<file path="src/rtl/adc_ser_pkg.sv">
package adc_ser_pkg;

    localparam int CTRL_W = 8;

    typedef enum logic [1:0] {
        PM_FULL_OFF = 2'b00,
        PM_FAST_OFF = 2'b01,
        PM_INT_CLK  = 2'b10,
        PM_EXT_CLK  = 2'b11
    } pmode_e;

    typedef struct packed {
        logic [2:0] chan;
        logic       unipolar;
        logic       single;
        pmode_e     pmode;
    } ctrl_cfg_t;

    typedef enum logic [2:0] {
        SQ_IDLE,
        SQ_EXT_STRB,
        SQ_EXT_OUT,
        SQ_INT_CONV,
        SQ_INT_OUT
    } seq_state_e;

    // body bits are the seven bits that follow the start bit, oldest in bit 6
    function automatic ctrl_cfg_t decode_ctrl(input logic [CTRL_W-2:0] body);
        ctrl_cfg_t c;
        c.chan     = body[6:4];
        c.unipolar = body[3];
        c.single   = body[2];
        c.pmode    = pmode_e'(body[1:0]);
        return c;
    endfunction

    function automatic logic is_powerdown(input pmode_e m);
        return (m == PM_FULL_OFF) || (m == PM_FAST_OFF);
    endfunction

endpackage

</file>
<file path="src/rtl/adc_ser_edges.sv">
module adc_ser_edges (
    input  logic clk,
    input  logic rst,
    input  logic sclk,
    input  logic cs_n,
    output logic sclk_rise,
    output logic sclk_fall,
    output logic cs_fall,
    output logic cs_rise
);
    logic sclk_q;
    logic cs_q;

    always_ff @(posedge clk) begin
        if (rst) begin
            sclk_q <= 1'b0;
            cs_q   <= 1'b1;
        end else begin
            sclk_q <= sclk;
            cs_q   <= cs_n;
        end
    end

    // serial clock edges only count while the port is selected
    assign sclk_rise = ~cs_n & sclk & ~sclk_q;
    assign sclk_fall = ~cs_n & ~sclk & sclk_q;
    assign cs_fall   = ~cs_n & cs_q;
    assign cs_rise   = cs_n & ~cs_q;
endmodule

</file>
<file path="src/rtl/adc_ser_ctrl_cap.sv">
module adc_ser_ctrl_cap #(
    parameter int CTRL_W   = 8,
    parameter int TRACK_AT = 5
) (
    input  logic              clk,
    input  logic              rst,
    input  logic              cs_n,
    input  logic              sclk_rise,
    input  logic              sclk_fall,
    input  logic              din,
    input  logic              allow_start,
    output logic              start_det,
    output logic              byte_done,
    output logic [CTRL_W-2:0] ctrl_body,
    output logic              track
);
    localparam int CNT_W = $clog2(CTRL_W + 1);
    localparam logic [CNT_W-1:0] CNT_FULL  = CNT_W'(CTRL_W);
    localparam logic [CNT_W-1:0] CNT_TRACK = CNT_W'(TRACK_AT);

    logic [CNT_W-1:0]  cnt;
    logic [CTRL_W-2:0] body_q;

    assign start_det = sclk_rise && (cnt == '0) && allow_start && din;
    assign byte_done = sclk_fall && (cnt == CNT_FULL);
    assign ctrl_body = body_q;

    always_ff @(posedge clk) begin
        if (rst || cs_n) begin
            cnt    <= '0;
            body_q <= '0;
            track  <= 1'b0;
        end else begin
            if (start_det) begin
                cnt    <= CNT_W'(1);
                body_q <= '0;
            end else if (sclk_rise && (cnt != '0) && (cnt < CNT_FULL)) begin
                body_q <= {body_q[CTRL_W-3:0], din};
                cnt    <= cnt + 1'b1;
            end
            if (sclk_fall && (cnt == CNT_TRACK)) begin
                track <= 1'b1;
            end
            if (byte_done) begin
                track <= 1'b0;
                cnt   <= '0;
            end
        end
    end
endmodule

</file>
<file path="src/rtl/adc_ser_out_shift.sv">
module adc_ser_out_shift #(
    parameter int OUT_W = 12
) (
    input  logic             clk,
    input  logic             rst,
    input  logic             clear,
    input  logic             load,
    input  logic [OUT_W-1:0] load_val,
    input  logic             sclk_fall,
    output logic             dout
);
    logic [OUT_W-1:0] sreg;

    always_ff @(posedge clk) begin
        if (rst) begin
            sreg <= '0;
            dout <= 1'b0;
        end else if (clear) begin
            sreg <= '0;
        end else if (load) begin
            sreg <= load_val;
            if (sclk_fall) begin
                dout <= 1'b0;
            end
        end else if (sclk_fall) begin
            dout <= sreg[OUT_W-1];
            sreg <= {sreg[OUT_W-2:0], 1'b0};
        end
    end
endmodule

</file>
<file path="src/rtl/adc_ser_port.sv">
module adc_ser_port #(
    parameter int RES_W    = 10,
    parameter int SUB_W    = 2,
    parameter int TRACK_AT = 5
) (
    input  logic             clk,
    input  logic             rst,
    input  logic             cs_n,
    input  logic             sclk,
    input  logic             din,
    input  logic [RES_W-1:0] core_code,
    input  logic [SUB_W-1:0] core_sub,
    input  logic             core_done,
    output logic             conv_req,
    output logic             track,
    output logic [2:0]       sel_chan,
    output logic             sel_unipolar,
    output logic             sel_single,
    output logic             pwrdn,
    output logic             dout,
    output logic             dout_oe,
    output logic             strb,
    output logic             strb_oe
);
    import adc_ser_pkg::*;

    localparam int OUT_W = RES_W + SUB_W;
    localparam logic [RES_W-1:0] SIGN_FLIP = RES_W'(1) << (RES_W - 1);

    logic sclk_rise, sclk_fall, cs_fall, cs_rise;
    logic start_det, byte_done, allow_start;
    logic [CTRL_W-2:0] ctrl_body;
    ctrl_cfg_t cfg_new, cfg_q;
    seq_state_e state;
    logic int_mode;
    logic ext_load, int_load, sh_load;
    logic [OUT_W-1:0] load_val;

    function automatic logic [RES_W-1:0] fmt_code(input logic [RES_W-1:0] c, input logic uni);
        return uni ? c : (c ^ SIGN_FLIP);
    endfunction

    adc_ser_edges edges_i (
        .clk(clk), .rst(rst), .sclk(sclk), .cs_n(cs_n),
        .sclk_rise(sclk_rise), .sclk_fall(sclk_fall),
        .cs_fall(cs_fall), .cs_rise(cs_rise)
    );

    adc_ser_ctrl_cap #(.CTRL_W(CTRL_W), .TRACK_AT(TRACK_AT)) cap_i (
        .clk(clk), .rst(rst), .cs_n(cs_n),
        .sclk_rise(sclk_rise), .sclk_fall(sclk_fall), .din(din),
        .allow_start(allow_start), .start_det(start_det),
        .byte_done(byte_done), .ctrl_body(ctrl_body), .track(track)
    );

    assign cfg_new     = decode_ctrl(ctrl_body);
    assign allow_start = (state != SQ_INT_CONV);
    assign ext_load    = byte_done && (cfg_new.pmode == PM_EXT_CLK);
    assign int_load    = (state == SQ_INT_CONV) && core_done;
    assign sh_load     = ext_load || int_load;
    assign load_val    = ext_load ? {fmt_code(core_code, cfg_new.unipolar), core_sub}
                                  : {fmt_code(core_code, cfg_q.unipolar), core_sub};

    adc_ser_out_shift #(.OUT_W(OUT_W)) shift_i (
        .clk(clk), .rst(rst), .clear(start_det), .load(sh_load),
        .load_val(load_val), .sclk_fall(sclk_fall), .dout(dout)
    );

    always_ff @(posedge clk) begin
        if (rst) begin
            state    <= SQ_IDLE;
            strb     <= 1'b0;
            int_mode <= 1'b0;
            pwrdn    <= 1'b0;
            conv_req <= 1'b0;
            cfg_q    <= '0;
        end else begin
            conv_req <= 1'b0;
            if (cs_fall) begin
                pwrdn <= 1'b0;
            end
            case (state)
                SQ_EXT_STRB: if (sclk_fall) begin
                    strb  <= 1'b0;
                    state <= SQ_EXT_OUT;
                end
                SQ_INT_CONV: if (core_done) begin
                    strb  <= 1'b1;
                    state <= SQ_INT_OUT;
                end
                default: ;
            endcase
            if (cs_rise && (state == SQ_EXT_STRB || state == SQ_EXT_OUT)) begin
                state <= SQ_IDLE;
                strb  <= 1'b0;
            end
            if (byte_done) begin
                cfg_q <= cfg_new;
                if (cfg_new.pmode == PM_EXT_CLK) begin
                    state    <= SQ_EXT_STRB;
                    strb     <= 1'b1;
                    int_mode <= 1'b0;
                end else if (cfg_new.pmode == PM_INT_CLK) begin
                    state    <= SQ_INT_CONV;
                    strb     <= 1'b0;
                    conv_req <= 1'b1;
                    int_mode <= 1'b1;
                end else begin
                    state    <= SQ_IDLE;
                    strb     <= 1'b0;
                    int_mode <= 1'b0;
                    pwrdn    <= is_powerdown(cfg_new.pmode);
                end
            end
        end
    end

    assign sel_chan     = cfg_q.chan;
    assign sel_unipolar = cfg_q.unipolar;
    assign sel_single   = cfg_q.single;
    assign dout_oe      = ~cs_n;
    assign strb_oe      = int_mode | ~cs_n;
endmodule

</file>
<file path="config.mk">
export PLATFORM = sky130hd
export DESIGN_NAME = adc_ser_port
export DESIGN_NICKNAME = d
export VERILOG_FILES = /design/src/rtl/adc_ser_pkg.sv /design/src/rtl/adc_ser_edges.sv /design/src/rtl/adc_ser_ctrl_cap.sv /design/src/rtl/adc_ser_out_shift.sv /design/src/rtl/adc_ser_port.sv
export SDC_FILE = /design/constraint.sdc
export NUM_CORES = 1
export LEC_CHECK = 0
export BUFFER_PORTS_ARGS = -buffer_cell sky130_fd_sc_hd__buf_2
export CORE_MARGIN = 5
export CORE_UTILIZATION = 44
export DETAILED_ROUTE_END_ITERATION = 6
export HOLD_SLACK_MARGIN = 0.15
export SLEW_MARGIN = 25
export SYNTH_ARGS = -nofsm -noshare
export SYNTH_HDL_FRONTEND = slang
export SYNTH_HIERARCHICAL = 1
export SYNTH_SLANG_ARGS = --single-unit
</file>
<file path="constraint.sdc">
create_clock -name clk -period 3 [get_ports clk]
set_input_delay 0.75 -clock clk [delete_from_list [all_inputs] [get_ports clk]]
set_output_delay 0.75 -clock clk [all_outputs]
set_load 0.02 [all_outputs]
</file>
Word level (Yosys, flattened, before mapping)
Cells that the tools add are included.

$add $sub $neg: 1. Magnitude comparators: 1. Equality and inequality tests: 11. Multiplexer cells: 28. Bitwise operators: 14. Reductions and logical operators: 27.

Operators with widths (number): $mux W12 (3); $mux W10 (2); $mux W1 (15); $mux W3 (4); $logic_and A1 B1 Y1 (10); $reduce_bool A4 Y1 (2); $reduce_or A2 Y1 (4); $not A1 Y1 (7); $and A1 B1 Y1 (6); $eq A3 B2 Y1 const B (2); $pmux W3 S2 (1); $add A4 B1 Y4 const B (1); $eq A2 B2 Y1 const B (2); $eq A4 B3 Y1 const B (1); $eq A4 B4 Y1 const B (1); $logic_not A4 Y1 (1); $logic_or A1 B1 Y1 (4); $lt A4 B4 Y1 const B (1); $mux W2 (2); $ne A4 B2 Y1 const B (1); $ne A4 B3 Y1 const B (1); $reduce_bool A2 Y1 (2); $eq A3 B1 Y1 const B (1); $ne A3 B2 Y1 const B (1); 7 further kinds (7).

Bits in registers: 39. Input bits: 18. Output and inout bits: 12. Logic and storage cells: 98.

Logic depth before layout (Yosys ltp)
Depth in word-level cells: 8. Depth in mapped cells: 11. Depth with buffers taken out: 9.

Modules after synthesis
Netlist, hierarchy kept.

By module, submodules not included: adc_ser_ctrl_cap (times used 1, cells each 67, area an instance 629.4 µm², sequential area each 240.2 µm²); adc_ser_out_shift (times used 1, cells each 58, area an instance 600.6 µm², sequential area each 260.2 µm²); adc_ser_port (times used 1, cells each 66, area an instance 564.3 µm², sequential area each 240.2 µm²); adc_ser_edges (times used 1, cells each 8, area an instance 80.1 µm², sequential area each 40.0 µm²).

Worst setup path before layout
No wires, ideal clock.

Kind: input to register. Start: in sclk. End: reg shift_i.sreg[10]. Library setup time: 0.128 ns. Data arrival time: 2.619 ns. Data required time: 2.872 ns. Path slack: 0.253 ns. Stages: 9. Path buffers: 2. Cells stage by stage: nor3b_1 nand2_1 nor2_1 nand3_1 o21ai_0 buf_2 buf_2 mux2i_1 nor2_1.

Word-level cells in the longest chain between the ends: 7. Elaborated cells between the ends (all ways): 15. Classes of those cells: mux (2); bitwise (5); reduce/logical (8).

RTL lines: start: declaration (RTL line adc_ser_port.sv:9) `input logic sclk,`; $not A1 Y1 * (RTL line adc_ser_edges.sv:26) `assign sclk_fall = ~cs_n & ~sclk & sclk_q;`; $and A1 B1 Y1 * (2 in a row) (RTL line adc_ser_edges.sv:26); $logic_and A1 B1 Y1 * (RTL line adc_ser_ctrl_cap.sv:25) `assign byte_done = sclk_fall && (cnt == CNT_FULL);`; net byte_done (RTL line adc_ser_port.sv:31) `logic start_det, byte_done, allow_start;`; $logic_and A1 B1 Y1 * (RTL line adc_ser_port.sv:58) `assign ext_load = byte_done && (cfg_new.pmode == PM_EXT_CLK);`; $logic_or A1 B1 Y1 * (RTL line adc_ser_port.sv:60) `assign sh_load = ext_load || int_load;`; net sh_load (RTL line adc_ser_port.sv:36) `logic ext_load, int_load, sh_load;`; $mux W12 or $reduce_bool A2 Y1 (tied branches); end signal: assignment (RTL line adc_ser_out_shift.sv:21) `sreg <= load_val;`; end signal: assignment (RTL line adc_ser_out_shift.sv:27) `sreg <= {sreg[OUT_W-2:0], 1'b0};`; end: declaration (RTL line adc_ser_out_shift.sv:12) `logic [OUT_W-1:0] sreg;`.

The timed path passes the listed nets; every way through them passes the cells marked *. A chain may end at the register's enable or synchronous reset.

Final worst setup path
Start: reg cap_i.cnt[0]. End: reg shift_i.dout.

Elaborated cells between the ends (all ways): 11. Classes of those cells: eq/ne (1); mux (1); bitwise (1); reduce/logical (8).

RTL lines: start: declaration (RTL line adc_ser_ctrl_cap.sv:21) `logic [CNT_W-1:0] cnt;`; start signal: assignment (RTL line adc_ser_ctrl_cap.sv:39) `cnt <= cnt + 1'b1;`; $eq A4 B4 Y1 (RTL line adc_ser_ctrl_cap.sv:25); $logic_and A1 B1 Y1 (RTL line adc_ser_ctrl_cap.sv:25); net byte_done (RTL line adc_ser_port.sv:31); $logic_and A1 B1 Y1 (RTL line adc_ser_port.sv:58); $logic_or A1 B1 Y1 (RTL line adc_ser_port.sv:60); net sh_load (RTL line adc_ser_port.sv:36); $mux W1 (RTL line adc_ser_out_shift.sv:20) `end else if (load) begin`; end signal: assignment (RTL line adc_ser_out_shift.sv:26) `dout <= sreg[OUT_W-1];`; end: declaration (RTL line adc_ser_out_shift.sv:10) `output logic dout`.

The timed path passes the listed nets, and every way through them passes these cells.

==> flow_summary.toml <==
[clock_network]
cts_tree = "done"
path_clk_slew_ns = 0.07
clk_latency_ns = 0.28
root_buffer = "clkbuf_8"
cts_setup_buffers = 0
cts_resized = 0
clock-sinks = 39
cts_made_buffers = 5
cts_buffer_depth = 2
htreeDepth = 2
postCtsHoldBufs = 0

[place]
hpwlAfterDp_um = 2860
placed_area_mm2 = 0.00204
placedCellCount = 271
portBuffers = 29
gp_congestion = 0.830

[outcome]
status = "finished clean"

[die]
die_area_mm2 = 0.00566
start_util = 0.462
rows = 23
core-area_mm2 = 0.00406
num_io_pins = 30
die_y_um = 75.3
fp.dieW_um = 75.3

[power_and_ir_drop]
irDropWorstVdd_mv = 0.199
p_per_area_mw_per_mm2 = 460
switching_share = 0.208
power.switching_w = 0.000206
comb_power_share = 0.053
p_leak_nw = 0.796
clock_power_share = 0.420
p_int_w = 0.000782
seqPwrFrac = 0.527

[route]
dr.pass1.iters = 4
drtIter0Drc = 66
vias_per_cell = 5.42
drc = 0
wl_per_cell_um = 14.2
drt-total-wl_um = 3940
ant_nets = 0
vias = 1506

[timing]
worstMarginPinSlew_ns = 0.614
min_period_over_period = 0.718
worst_hold_slack_ns = 0.480
fin_tns_setup_ns = 0
fmax_ghz = 0.464
min_period_ns = 2.16
drv_slew = 0
slew_headroom = 0.590
rsz0062_at_grt = "false"
hold_viol_final = 0
skew_ns = 0.00526
setup_viol = 0

[worst_setup_path]
worstSetupPathType = "reg2reg"
reg2reg_slack_ns = 0.84
crit_fanout = 14
crit_start = "cap_i/cnt[0]$_SDFFE_PP0P_"
critPathCaptureType = "flip-flop"
reg2regPathDepth = 9
required_ns = 3.22
cp-start-kind = "flip-flop"
r2r-start = "cap_i/cnt[0]$_SDFFE_PP0P_"
arrival_ns = 2.37

[final_layout]
layout-drive-gt1-share = 0.281
fin_area_mm2 = 0.00215
diodes = 0
final-instance-count-excl-fill = 278
finalNetCount = 249
fillerInstances = 378
final_core_util = 0.529
area_growth_pct = 14.5

[synth]
synth_largest_area_cell = "dfxtp_1"
synth-seq-cells = 39
synth_edf_count = 0
syn_avg_cell_area_um2 = 9.42
synth_flop_cell = "dfxtp_1"
yosysWarnings = 6
synthArstFlopShare = 0
synth.net_count = 220
yosysUniqueCellTypes = 45
ys_seq_area_frac = 0.417
syn_area_mm2 = 0.00187
synthCells = 199
synth_top_area_frac = 0.417
yosys-top-cells-area = "dfxtp_1 42%, mux2i_1 9.1%, mux2_2 6.6%"

[run]
cap_violations = 0

[hold_path]
min_from = "cap_i/track$_SDFFE_PP0P_"
worstHoldPathCells = 2
hold_class = "reg2reg"

[global_routing]
grt_pass1_vias = 1592
antenna_found_initial = 0
grt_max_degree = 18
grt_pass1_wl_um = 6750
grt_usage = 0.156
grt_overflow = 0
[flip-flops by register name (all words and copies together) (netlist names)]
name / cells
conv_req: 1
edges_i/cs_q: 1
pwrdn: 1
strb: 1
sel_single: 1
shift_i/dout: 1
cap_i/ctrl_body: 7
cap_i/cnt: 4
cap_i/track: 1
shift_i/sreg: 12
state: 3
sel_chan: 3
sel_unipolar: 1
int_mode: 1
edges_i/sclk_q: 1
[placed cells by master, fill, tap and decap left out, drive strengths merged, types with 2 or more instances in the layout]
master / instances
nor3b: 3
nor2: 25
clkbuf: 6
nor2b: 6
nand3: 9
ha: 3
mux2i: 17
nand2: 6
buf: 32
nand2b: 3
nor3: 7
a41oi: 2
dfxtp: 39
mux2: 11
a31oi: 3
or2: 3
a21oi: 12
inv: 9
o21ai: 15
[power groups by stage]
stage	Sequential, W	Combinational (W)	Clock (W)
CTS	0.000520	0.0000529	0.000429
global route	0.000520	0.0000578	0.000443
floorplan	0.000532	0.0000337	0
finish	0.000520	0.0000524	0.000415
detailed placement	0.000532	0.0000526	0
global placement	0.000532	0.0000514	0
[cells by family after synthesis]
kind of cell | Yosys count | share of synthesized area
compound gates | 43 | 0.154
xor+xnor | 1 | 0.00467
fa+ha+maj | 3 | 0.0200
buf+inv | 19 | 0.0534
flops | 39 | 0.417
mux | 28 | 0.157
simple gates | 66 | 0.195
[per-stage QoR]
| stage | worst slack, ns | total power [W] |
|---|---|---|
| finish | 0.845 | 0.000988 |
| global route | 0.647 | 0.00102 |
| CTS | 0.822 | 0.00100 |
| detailed placement | 0.598 | 0.000585 |
| global placement | 0.682 | 0.000584 |
| floorplan | 0.253 | 0.000566 |
[Yosys cell counts (all sizes together), types with 2 or more instances]
master / n
mux2i: 17
clkbuf: 2
ha: 3
buf: 8
dfxtp: 39
nand3: 9
nand2b: 3
nor3b: 3
a21oi: 12
inv: 9
nor2: 25
nor3: 7
nand2: 6
a41oi: 2
a31oi: 3
mux2: 11
nor2b: 6
or2: 3
o21ai: 15
[critical path, cell delays in order, from the launching register on]
cell,delay [ns]
dfxtp_1,0.42
inv_1,0.07
ha_1,0.25
nand2b_4,0.18
nor2_1,0.09
nand3_1,0.11
o21ai_1,0.08
buf_4,0.21
or4b_1,0.53
a21oi_1,0.15
[routing by layer]
layer | wire length, µm | global-route usage | part of all wire
met2 | 1960 | 0.277 | 0.50
met4 | 63 | 0.0699 | 0.016
met1 | 1660 | 0.167 | 0.42
met5 | 0 | 0 | 0
met3 | 257 | 0.0534 | 0.065
[path summary, 6_finish.rpt]
| check | endpoint |
|---|---|
| hold / removal | cap_i/track$_SDFFE_PP0P_ |
| setup reg to reg | shift_i/dout$_SDFFE_PP0P_ |
| setup / recovery | shift_i/dout$_SDFFE_PP0P_ |
| hold reg to reg | cap_i/track$_SDFFE_PP0P_ |
[cell type report]
class / instances / area, µm² / share of cell area
Clock buffer: 6 / 72.6 / 0.0338
Clock inverter: 1 / 30.0 / 0.0140
Inverter: 9 / 33.8 / 0.0157
Multi-Input combinational cell: 141 / 998 / 0.465
Sequential cell: 39 / 781 / 0.364
Tap cell: 50 / 62.6 / 0.0292
Timing Repair Buffer: 32 / 168 / 0.0781
Note: power is estimated with default switching activity, not from simulation.
